## config.mk

```make
export PLATFORM = sky130hd
export DESIGN_NAME = dsyn_capture_reg
export DESIGN_NICKNAME = d
export VERILOG_FILES = /design/src/rtl/dsyn_pkg.sv /design/src/rtl/dsyn_layout_sel.sv /design/src/rtl/dsyn_syndrome_fmt.sv /design/src/rtl/dsyn_wr_mask.sv /design/src/rtl/dsyn_capture_reg.sv
export SDC_FILE = /design/constraint.sdc
export NUM_CORES = 1
export LEC_CHECK = 0
export BUFFER_PORTS_ARGS = -buffer_cell sky130_fd_sc_hd__buf_2
export CAP_MARGIN = 20
export CELL_PAD_IN_SITES_DETAIL_PLACEMENT = 2
export CELL_PAD_IN_SITES_GLOBAL_PLACEMENT = 2
export CORE_ASPECT_RATIO = 1.75
export CORE_MARGIN = 10
export CORE_UTILIZATION = 18
export CTS_CLUSTER_DIAMETER = 40
export DETAILED_ROUTE_END_ITERATION = 6
export GPL_ROUTABILITY_DRIVEN = 0
export MAX_ROUTING_LAYER = met4
export PLACE_DENSITY_LB_ADDON = 0.1
export SLEW_MARGIN = 0
export SYNTH_ARGS = -nofsm -noshare
export SYNTH_HDL_FRONTEND = slang
export SYNTH_SLANG_ARGS = --single-unit
```

## constraint.sdc

```tcl
create_clock -name clk -period 1.4 [get_ports clk]
set_clock_uncertainty 0.05 [all_clocks]
set_input_delay 0.14 -clock clk [delete_from_list [all_inputs] [get_ports clk]]
set_output_delay 0.14 -clock clk [all_outputs]
set_load 0.005 [all_outputs]
```

## src/rtl/dsyn_pkg.sv

```systemverilog
package dsyn_pkg;
    parameter int REG_W = 64;
    parameter int LOW_W = 32;
    parameter int ISS_W = 24;
    parameter int AET_W = 2;

    localparam int VALID_BIT = 31;
    localparam int IDS_BIT   = ISS_W;
    localparam int AET_LSB   = 14;
    localparam int EXT_BIT   = 12;
    localparam int SFS4_BIT  = 10;
    localparam int FMT_BIT   = 9;
    localparam int NUM_LAY   = 3;

    localparam logic [4:0] SHORT_STATUS = 5'b10110;
    localparam logic [5:0] LONG_STATUS  = 6'b010001;

    typedef enum logic [1:0] {
        LAY_WIDE  = 2'd0,
        LAY_SHORT = 2'd1,
        LAY_LONG  = 2'd2
    } layout_e;

    typedef struct packed {
        logic             ids;
        logic [ISS_W-1:0] iss;
        logic [AET_W-1:0] aet;
        logic             ext;
    } src_t;

    function automatic layout_e pick_layout(input logic narrow, input logic fmt);
        if (!narrow)  return LAY_WIDE;
        else if (fmt) return LAY_LONG;
        else          return LAY_SHORT;
    endfunction

    function automatic logic [REG_W-1:0] keep_mask(input layout_e lay);
        logic [REG_W-1:0] m;
        m = '0;
        m[VALID_BIT] = 1'b1;
        case (lay)
            LAY_WIDE: begin
                m[IDS_BIT] = 1'b1;
                m[ISS_W-1:0] = '1;
            end
            LAY_SHORT: begin
                m[AET_LSB+AET_W-1:AET_LSB] = '1;
                m[EXT_BIT]  = 1'b1;
                m[SFS4_BIT] = 1'b1;
                m[FMT_BIT]  = 1'b1;
                m[3:0]      = '1;
            end
            default: begin
                m[AET_LSB+AET_W-1:AET_LSB] = '1;
                m[EXT_BIT] = 1'b1;
                m[FMT_BIT] = 1'b1;
                m[5:0]     = '1;
            end
        endcase
        return m;
    endfunction
endpackage

```

## src/rtl/dsyn_layout_sel.sv

```systemverilog
module dsyn_layout_sel
    import dsyn_pkg::*;
(
    input  logic    guest_narrow,
    input  logic    cap_fmt,
    input  logic    wr_fmt,
    output layout_e cap_lay,
    output layout_e wr_lay
);
    always_comb begin
        cap_lay = pick_layout(guest_narrow, cap_fmt);
        wr_lay  = pick_layout(guest_narrow, wr_fmt);
    end
endmodule

```

## src/rtl/dsyn_syndrome_fmt.sv

```systemverilog
module dsyn_syndrome_fmt
    import dsyn_pkg::*;
(
    input  src_t             src,
    input  layout_e          lay,
    output logic [REG_W-1:0] word
);
    logic [REG_W-1:0] cand [NUM_LAY];

    for (genvar g = 0; g < NUM_LAY; g++) begin : g_lay
        if (g == int'(LAY_WIDE)) begin : g_wide
            always_comb begin
                cand[g] = '0;
                cand[g][VALID_BIT]  = 1'b1;
                cand[g][IDS_BIT]    = src.ids;
                cand[g][ISS_W-1:0]  = src.iss;
            end
        end else if (g == int'(LAY_SHORT)) begin : g_short
            always_comb begin
                cand[g] = '0;
                cand[g][VALID_BIT] = 1'b1;
                cand[g][AET_LSB+AET_W-1:AET_LSB] = src.aet;
                cand[g][EXT_BIT]  = src.ext;
                cand[g][SFS4_BIT] = SHORT_STATUS[4];
                cand[g][FMT_BIT]  = 1'b0;
                cand[g][3:0]      = SHORT_STATUS[3:0];
            end
        end else begin : g_long
            always_comb begin
                cand[g] = '0;
                cand[g][VALID_BIT] = 1'b1;
                cand[g][AET_LSB+AET_W-1:AET_LSB] = src.aet;
                cand[g][EXT_BIT] = src.ext;
                cand[g][FMT_BIT] = 1'b1;
                cand[g][5:0]     = LONG_STATUS;
            end
        end
    end

    always_comb begin
        case (lay)
            LAY_WIDE:  word = cand[0];
            LAY_SHORT: word = cand[1];
            default:   word = cand[2];
        endcase
    end
endmodule

```

## src/rtl/dsyn_wr_mask.sv

```systemverilog
module dsyn_wr_mask
    import dsyn_pkg::*;
(
    input  logic [REG_W-1:0] wr_data,
    input  layout_e          lay,
    output logic [REG_W-1:0] kept
);
    always_comb kept = wr_data & keep_mask(lay);
endmodule

```

## src/rtl/dsyn_capture_reg.sv

```systemverilog
module dsyn_capture_reg
    import dsyn_pkg::*;
(
    input  logic             clk,
    input  logic             rst,
    input  logic             defer_evt,
    input  logic             guest_narrow,
    input  logic             long_fmt,
    input  logic             src_ids,
    input  logic [ISS_W-1:0] src_iss,
    input  logic [AET_W-1:0] src_aet,
    input  logic             src_ext,
    input  logic             sw_wr_en,
    input  logic [REG_W-1:0] sw_wr_data,
    output logic [REG_W-1:0] rd_data
);
    layout_e          cap_lay;
    layout_e          wr_lay;
    src_t             src;
    logic [REG_W-1:0] cap_word;
    logic [REG_W-1:0] wr_word;
    logic [REG_W-1:0] state_q;

    always_comb begin
        src.ids = src_ids;
        src.iss = src_iss;
        src.aet = src_aet;
        src.ext = src_ext;
    end

    dsyn_layout_sel u_sel (
        .guest_narrow (guest_narrow),
        .cap_fmt      (long_fmt),
        .wr_fmt       (sw_wr_data[FMT_BIT]),
        .cap_lay      (cap_lay),
        .wr_lay       (wr_lay)
    );

    dsyn_syndrome_fmt u_fmt (
        .src  (src),
        .lay  (cap_lay),
        .word (cap_word)
    );

    dsyn_wr_mask u_mask (
        .wr_data (sw_wr_data),
        .lay     (wr_lay),
        .kept    (wr_word)
    );

    // capture outranks a software write in the same cycle
    always_ff @(posedge clk) begin
        if (rst)           state_q <= '0;
        else if (defer_evt) state_q <= cap_word;
        else if (sw_wr_en)  state_q <= wr_word;
    end

    assign rd_data = state_q;
endmodule

```

==> results of run 1 <==
through the flow:
step	setup WS [ns]	cell area (sq um)
CTS	0.3114	2156
global route	0.2397	2156
finish	0.3583	2156
floorplan	0.4638	1754
global placement	-0.2134	2028
detailed placement	0.02985	2051
kinds of logic (layout without fill, tap and decap cells):
family / Yosys count / in the layout
flops: 26 / 26
mux: 9 / 9
compound gates: 55 / 55
other cells: 1 / 38
buf+inv: 53 / 101
simple gates: 39 / 39
critical path, stage by stage:
cell,delay (ns)
buf_2,0.10
buf_4,0.25
buf_4,0.24
nor2b_1,0.06
a211oi_1,0.27
a211oi_2,0.07
power breakdown:
part | switching, mW | leakage (nW) | internal, mW
clock | 0.290 | 0.0511 | 0.570
combinational | 0.221 | 0.815 | 0.189
sequential | 0.0191 | 0.214 | 0.784
worst min path at each step:
stage,slack [ns],start,endpoint,cells past startpoint
floorplan,0.16,rst,rd_data[10],1
global placement,0.38,sw_wr_data[4],rd_data[4],3
detailed placement,0.38,sw_wr_data[4],rd_data[4],3
CTS,0.09,sw_wr_data[4],rd_data[4],3
global route,0.10,sw_wr_data[4],rd_data[4],3
finish,0.11,sw_wr_data[4],rd_data[4],3
routing by layer:
layer,up-vias,GRT usage (%),part of all wire (%)
met2,77,16.50,50
met3,5,1.599,3.7
met5,-,-,0
met1,728,11.31,45
met4,0,3.071,1.3
li1,734,-,-
synthesized netlist by cell type:
master | instances | area [sq um]
buf_4 | 39 | 292.8
dfxtp_1 | 26 | 520.5
nand2_1 | 26 | 97.59
a22o_1 | 16 | 140.1
o21ai_1 | 13 | 65.06
a211oi_1 | 9 | 67.56
nor2b_1 | 9 | 56.30
a211oi_2 | 8 | 100.1
mux2i_1 | 8 | 80.08
a21oi_1 | 6 | 30.03
buf_2 | 5 | 25.02
buf_6 | 3 | 33.78
clkbuf_1 | 3 | 11.26
a221oi_2 | 2 | 30.03
inv_1 | 2 | 7.510
and2b_1 | 1 | 7.510
conb_1 | 1 | 3.750
inv_2 | 1 | 3.750
mux2_1 | 1 | 11.26
nand3_1 | 1 | 5.000
nor2_1 | 1 | 3.750
nor3_2 | 1 | 10.01
o211ai_2 | 1 | 12.51
area by class of cell:
| class | count | area (sq um) |
|---|---|---|
| fill | 1044 | 6571 |
| clock inverter | 1 | 30.03 |
| multi-input combinational | 141 | 859.6 |
| clock buffer | 3 | 75.07 |
| tap | 117 | 146.4 |
| inverter | 3 | 11.26 |
| timing repair buffer | 94 | 513.0 |
| sequential | 26 | 520.5 |
==> impl_metrics.csv, run 1 <==
group,metric,value,unit
detailed_routing,first_iter_violations,18,
critical_path,crit_start,"sw_wr_en",
synth,synth-xor-area-share,0,%
cts,ctsHoldBuffers,0,
pwr,powerDensity,961.8,nW/um^2
finish,nets,367,
pwr,power.total,2.074,mW
hold_path,hp-class,"in -> reg",
global_routing,grt_start_max_net_pins,34,
detailed_routing,drcViolationCount,0,
critical_path,worstRegToRegCells,3,
finish,final_common_cell,"buf_2",
critical_path,critPathLaunchType,"primary input",
synth,syn_avg_cell_area,8.827,sq um
cts,path_clk_slew,0.07,ns
place,dp.cells,381,
detailed_routing,wl_per_cell,16.86,microns
pwr,ir_worst_vdd,443.0,uV
timing,rsz0062_at_grt,"false",
synth,synth_mux_area_share,5.655,%
timing,whs,0.1052,ns
detailed_routing,ant_nets,0,
synth,yosysUniqueCellTypes,23,
detailed_routing,vias_per_cell,4.010,
critical_path,reg2reg_from,"rd_data[1]",
finish,final_layout_size_suffix_gt1_share,41.42,%
synth,synth_simple_gate_area_share,11.15,%
timing,finalSetupViolCount,0,
timing,max_clock_freq,959.9,MHz
status,outcome,"completed",
finish,n_antenna_cell,0,
critical_path,critPathArrivalTime,1.14,ns
finish,finalNonFillerCells,385,
critical_path,cp-endpoint,"rd_data[2]",
cts,htreeDepth,1,
place,io_buffers,85,
timing,fin_crit_sh,74.41,%
synth,synthCells,183,
detailed_routing,drt_pass1_iterations,3,
timing,tightestPinTransition,0.5360,ns
critical_path,rrSetupSlack,0.44,ns
die,rows,45,
cts,clkLatencyLatePin,0.27,ns
job,cap_violations,0,
synth,synth-adder-area-share,0,%
die,die_w,91.61,microns
critical_path,required,1.50,ns
synth,synth_seq_cells,26,
die,die_area,13310,sq um
synth,synth_top_family_by_area,"compound AO/OA/AOI/OAI gates",
pwr,p_leak,1.080,nW
global_routing,grt_usage,9.734,%
timing,tns,0,ns
cts,cts_tree,"yes",
die,die_h,145.3,microns
cts,cts-root-buf,"clkbuf_16",
timing,fin_crit,1.042,ns
detailed_routing,vias,1544,
synth,synth_compound_gate_area_share,27.58,%
detailed_routing,routed_wl,6.492,mm
place,dp_hpwl,5.355,mm
die,ios,162,
global_routing,grt.overflow.total,0,
synth,yosys_warnings,0,
critical_path,rr_endpoint,"rd_data[1]",
global_routing,grt_pass1_wl,9.970,mm
synth,seq_area_frac_synth,32.22,%
finish,finish.utilization,24.70,%
critical_path,criticalPathCategory,"in -> reg",
timing,hold_viol,0,
cts,max-clock-path-buffers,2,
timing,final-max-slew-violation-count,0,
global_routing,antenna_found_initial,0,
critical_path,cp_max_fo,17,
finish,area_delta_synth_final,33.46,%
cts,numCtsBuffers,3,
cts,cts_sinks,26,
timing,slew_headroom,64.07,%
critical_path,endpoint_kind,"flop",
finish,largest_register_ffs,26,
cts,cts.repair.resized,0,
cts,postCtsSetupBuffers,0,
global_routing,first_global_vias,1796,
finish,layout_common_cells,"buf_2 (85), conb_1 (38), nand2_1 (26), dfxtp_1 (26), a22o_1 (16)",
die,start_util,18.51,%
synth,syn_area,1615,sq um
die,design.core.area,8727,sq um
Note: power is estimated with default switching activity, not from simulation.
==> inputs of run 2 (changes only) <==
--- a/config.mk
+++ b/config.mk
@@ -11,7 +11,7 @@
 export CELL_PAD_IN_SITES_GLOBAL_PLACEMENT = 2
 export CORE_ASPECT_RATIO = 1.75
 export CORE_MARGIN = 10
-export CORE_UTILIZATION = 18
+export CORE_UTILIZATION = 17
 export CTS_CLUSTER_DIAMETER = 40
 export DETAILED_ROUTE_END_ITERATION = 6
 export GPL_ROUTABILITY_DRIVEN = 0
==> constraint.sdc (replaced) <==
create_clock -name clk -period 1.1 [get_ports clk]
set_clock_uncertainty 0.05 [all_clocks]
set_input_delay 0.11 -clock clk [delete_from_list [all_inputs] [get_ports clk]]
set_output_delay 0.11 -clock clk [all_outputs]
set_load 0.005 [all_outputs]
==> run 2 against run 1 <==
Effect of this change: critical path depth is 3 lower; sequential share of layout area is 0.60 points lower; setup slack worse by 0.21 ns; sequential cell count stayed put; critical endpoint is now rd_data[0]; register-to-register slack worse by 0.29 ns; core utilization is 1.1 points lower; clock power is 8.4% higher; largest power group is now registers; sequential power is 27% higher; total power is 21% higher; global-route usage is 0.19 points lower.
==> impl_metrics.csv, run 2 (synthesis gave the netlist of run 1 again) <==
group,metric,value,unit
critical_path,critPathLaunchType,"flop",
timing,layout_setup_ws,0.1475,ns
pwr,ir_worst_vdd,554.1,uV
timing,rsz0062_at_grt,"false",
critical_path,endpoint_kind,"flop",
cts,clkLatencyLatePin,0.27,ns
cts,cts-root-buf,"clkbuf_16",
detailed_routing,wl_per_cell,16.36,microns
finish,final_layout_size_suffix_gt1_share,42.07,%
global_routing,antenna_found_initial,0,
global_routing,grt_pass1_wl,9.991,mm
hold_path,hold_start,"src_iss[3]",
pwr,p_leak,1.102,nW
timing,final-max-slew-violation-count,0,
timing,fin_crit_sh,86.59,%
die,ios,162,
status,outcome,"completed",
hold_path,hold_path_end,"rd_data[3]",
cts,numCtsBuffers,3,
critical_path,critPathArrivalTime,1.06,ns
die,die_w,93.69,microns
critical_path,required,1.20,ns
critical_path,rrSetupSlack,0.15,ns
cts,cts.repair.resized,0,
cts,path_clk_slew,0.07,ns
cts,ctsHoldBuffers,0,
detailed_routing,first_iter_violations,56,
hold_path,hp-class,"in -> reg",
die,die_h,149.0,microns
critical_path,worstRegToRegCells,3,
global_routing,grt.overflow.total,0,
hold_path,hold_depth,3,
finish,n_antenna_cell,0,
finish,area_delta_synth_final,36.87,%
die,die_area,13950,sq um
place,dp_worst_setup_slack,-0.1143,ns
cts,postCtsSetupBuffers,0,
finish,final_common_cell,"buf_2",
global_routing,grt_start_max_net_pins,21,
die,start_util,17.28,%
detailed_routing,vias_per_cell,3.934,
job,cap_violations,0,
finish,finalNonFillerCells,393,
finish,layout_common_cells,"buf_2 (85), conb_1 (38), nand2_1 (26), dfxtp_1 (26), a22o_1 (16)",
finish,largest_register_ffs,26,
timing,finalSetupViolCount,0,
pwr,powerDensity,1132,nW/um^2
die,design.core.area,9350,sq um
detailed_routing,ant_nets,0,
place,place_area,2122,sq um
critical_path,reg2reg_from,"rd_data[0]",
detailed_routing,drt_pass1_iterations,4,
critical_path,cp_max_fo,2,
timing,tns,0,ns
global_routing,grt_usage,9.542,%
place,dp_hpwl,5.275,mm
global_routing,first_global_vias,1815,
timing,hold_viol,0,
critical_path,criticalPathCategory,"reg -> reg",
place,io_buffers,85,
die,rows,47,
critical_path,rr_endpoint,"rd_data[0]",
cts,max-clock-path-buffers,2,
finish,final_area,2211,sq um
cts,cts_tree,"yes",
finish,finish.utilization,23.65,%
cts,htreeDepth,1,
finish,nets,370,
place,dp.cells,389,
cts,cts_sinks,26,
detailed_routing,drcViolationCount,0,
timing,max_clock_freq,1050,MHz
detailed_routing,vias,1546,
detailed_routing,routed_wl,6.431,mm
timing,fin_crit,0.9525,ns
[run 2: changes by cell type in the layout (fill, tap and decap cells not counted)]
cell,before,now
buf_12,1,5
clkbuf_8,0,1
buf_4,6,7
bufinv_16,1,0
buf_6,2,0
[run 2: layer usage]
layer	track usage [%]	part of all wire, %
met5	-	0
met3	1.966	5.4
met2	15.76	49
met4	4.580	2.1
met1	10.61	44
[run 2: worst max-delay path, stage by stage, from the launching register on]
cell	delay [ns]
dfxtp_1	0.31
nor2b_1	0.12
a211oi_1	0.28
a211oi_2	0.07
[run 2: worst max path at each step]
stage / start / end / cells after the start
after floorplan: rd_data[5] / rd_data[5] / 3
after CTS: rd_data[0] / rd_data[0] / 3
final: rd_data[0] / rd_data[0] / 3
after detailed placement: sw_wr_en / rd_data[15] / 5
after global routing: rd_data[1] / rd_data[1] / 3
after global placement: sw_wr_en / rd_data[15] / 5
[run 2: layout make-up]
class,count,area (sq um)
clock buffers,4,88.84
fillers,1114,7139
inverters,3,11.26
multi-input cells,141,859.6
flip-flops and latches,26,520.5
well taps,122,152.6
repair buffers,97,578.1
[run 2: power by group]
group | internal, mW | switching, mW | total [mW]
registers | 0.998 | 0.0258 | 1.02
clock network | 0.559 | 0.374 | 0.933
logic | 0.263 | 0.283 | 0.546
[run 2: metrics by stage]
stage | power [mW] | hold WS [ns]
floorplan | 1.414 | 0.1262
global placement | 1.594 | 0.3381
detailed placement | 1.604 | 0.3406
CTS | 2.579 | 0.04621
global route | 2.674 | 0.06423
finish | 2.503 | 0.05243
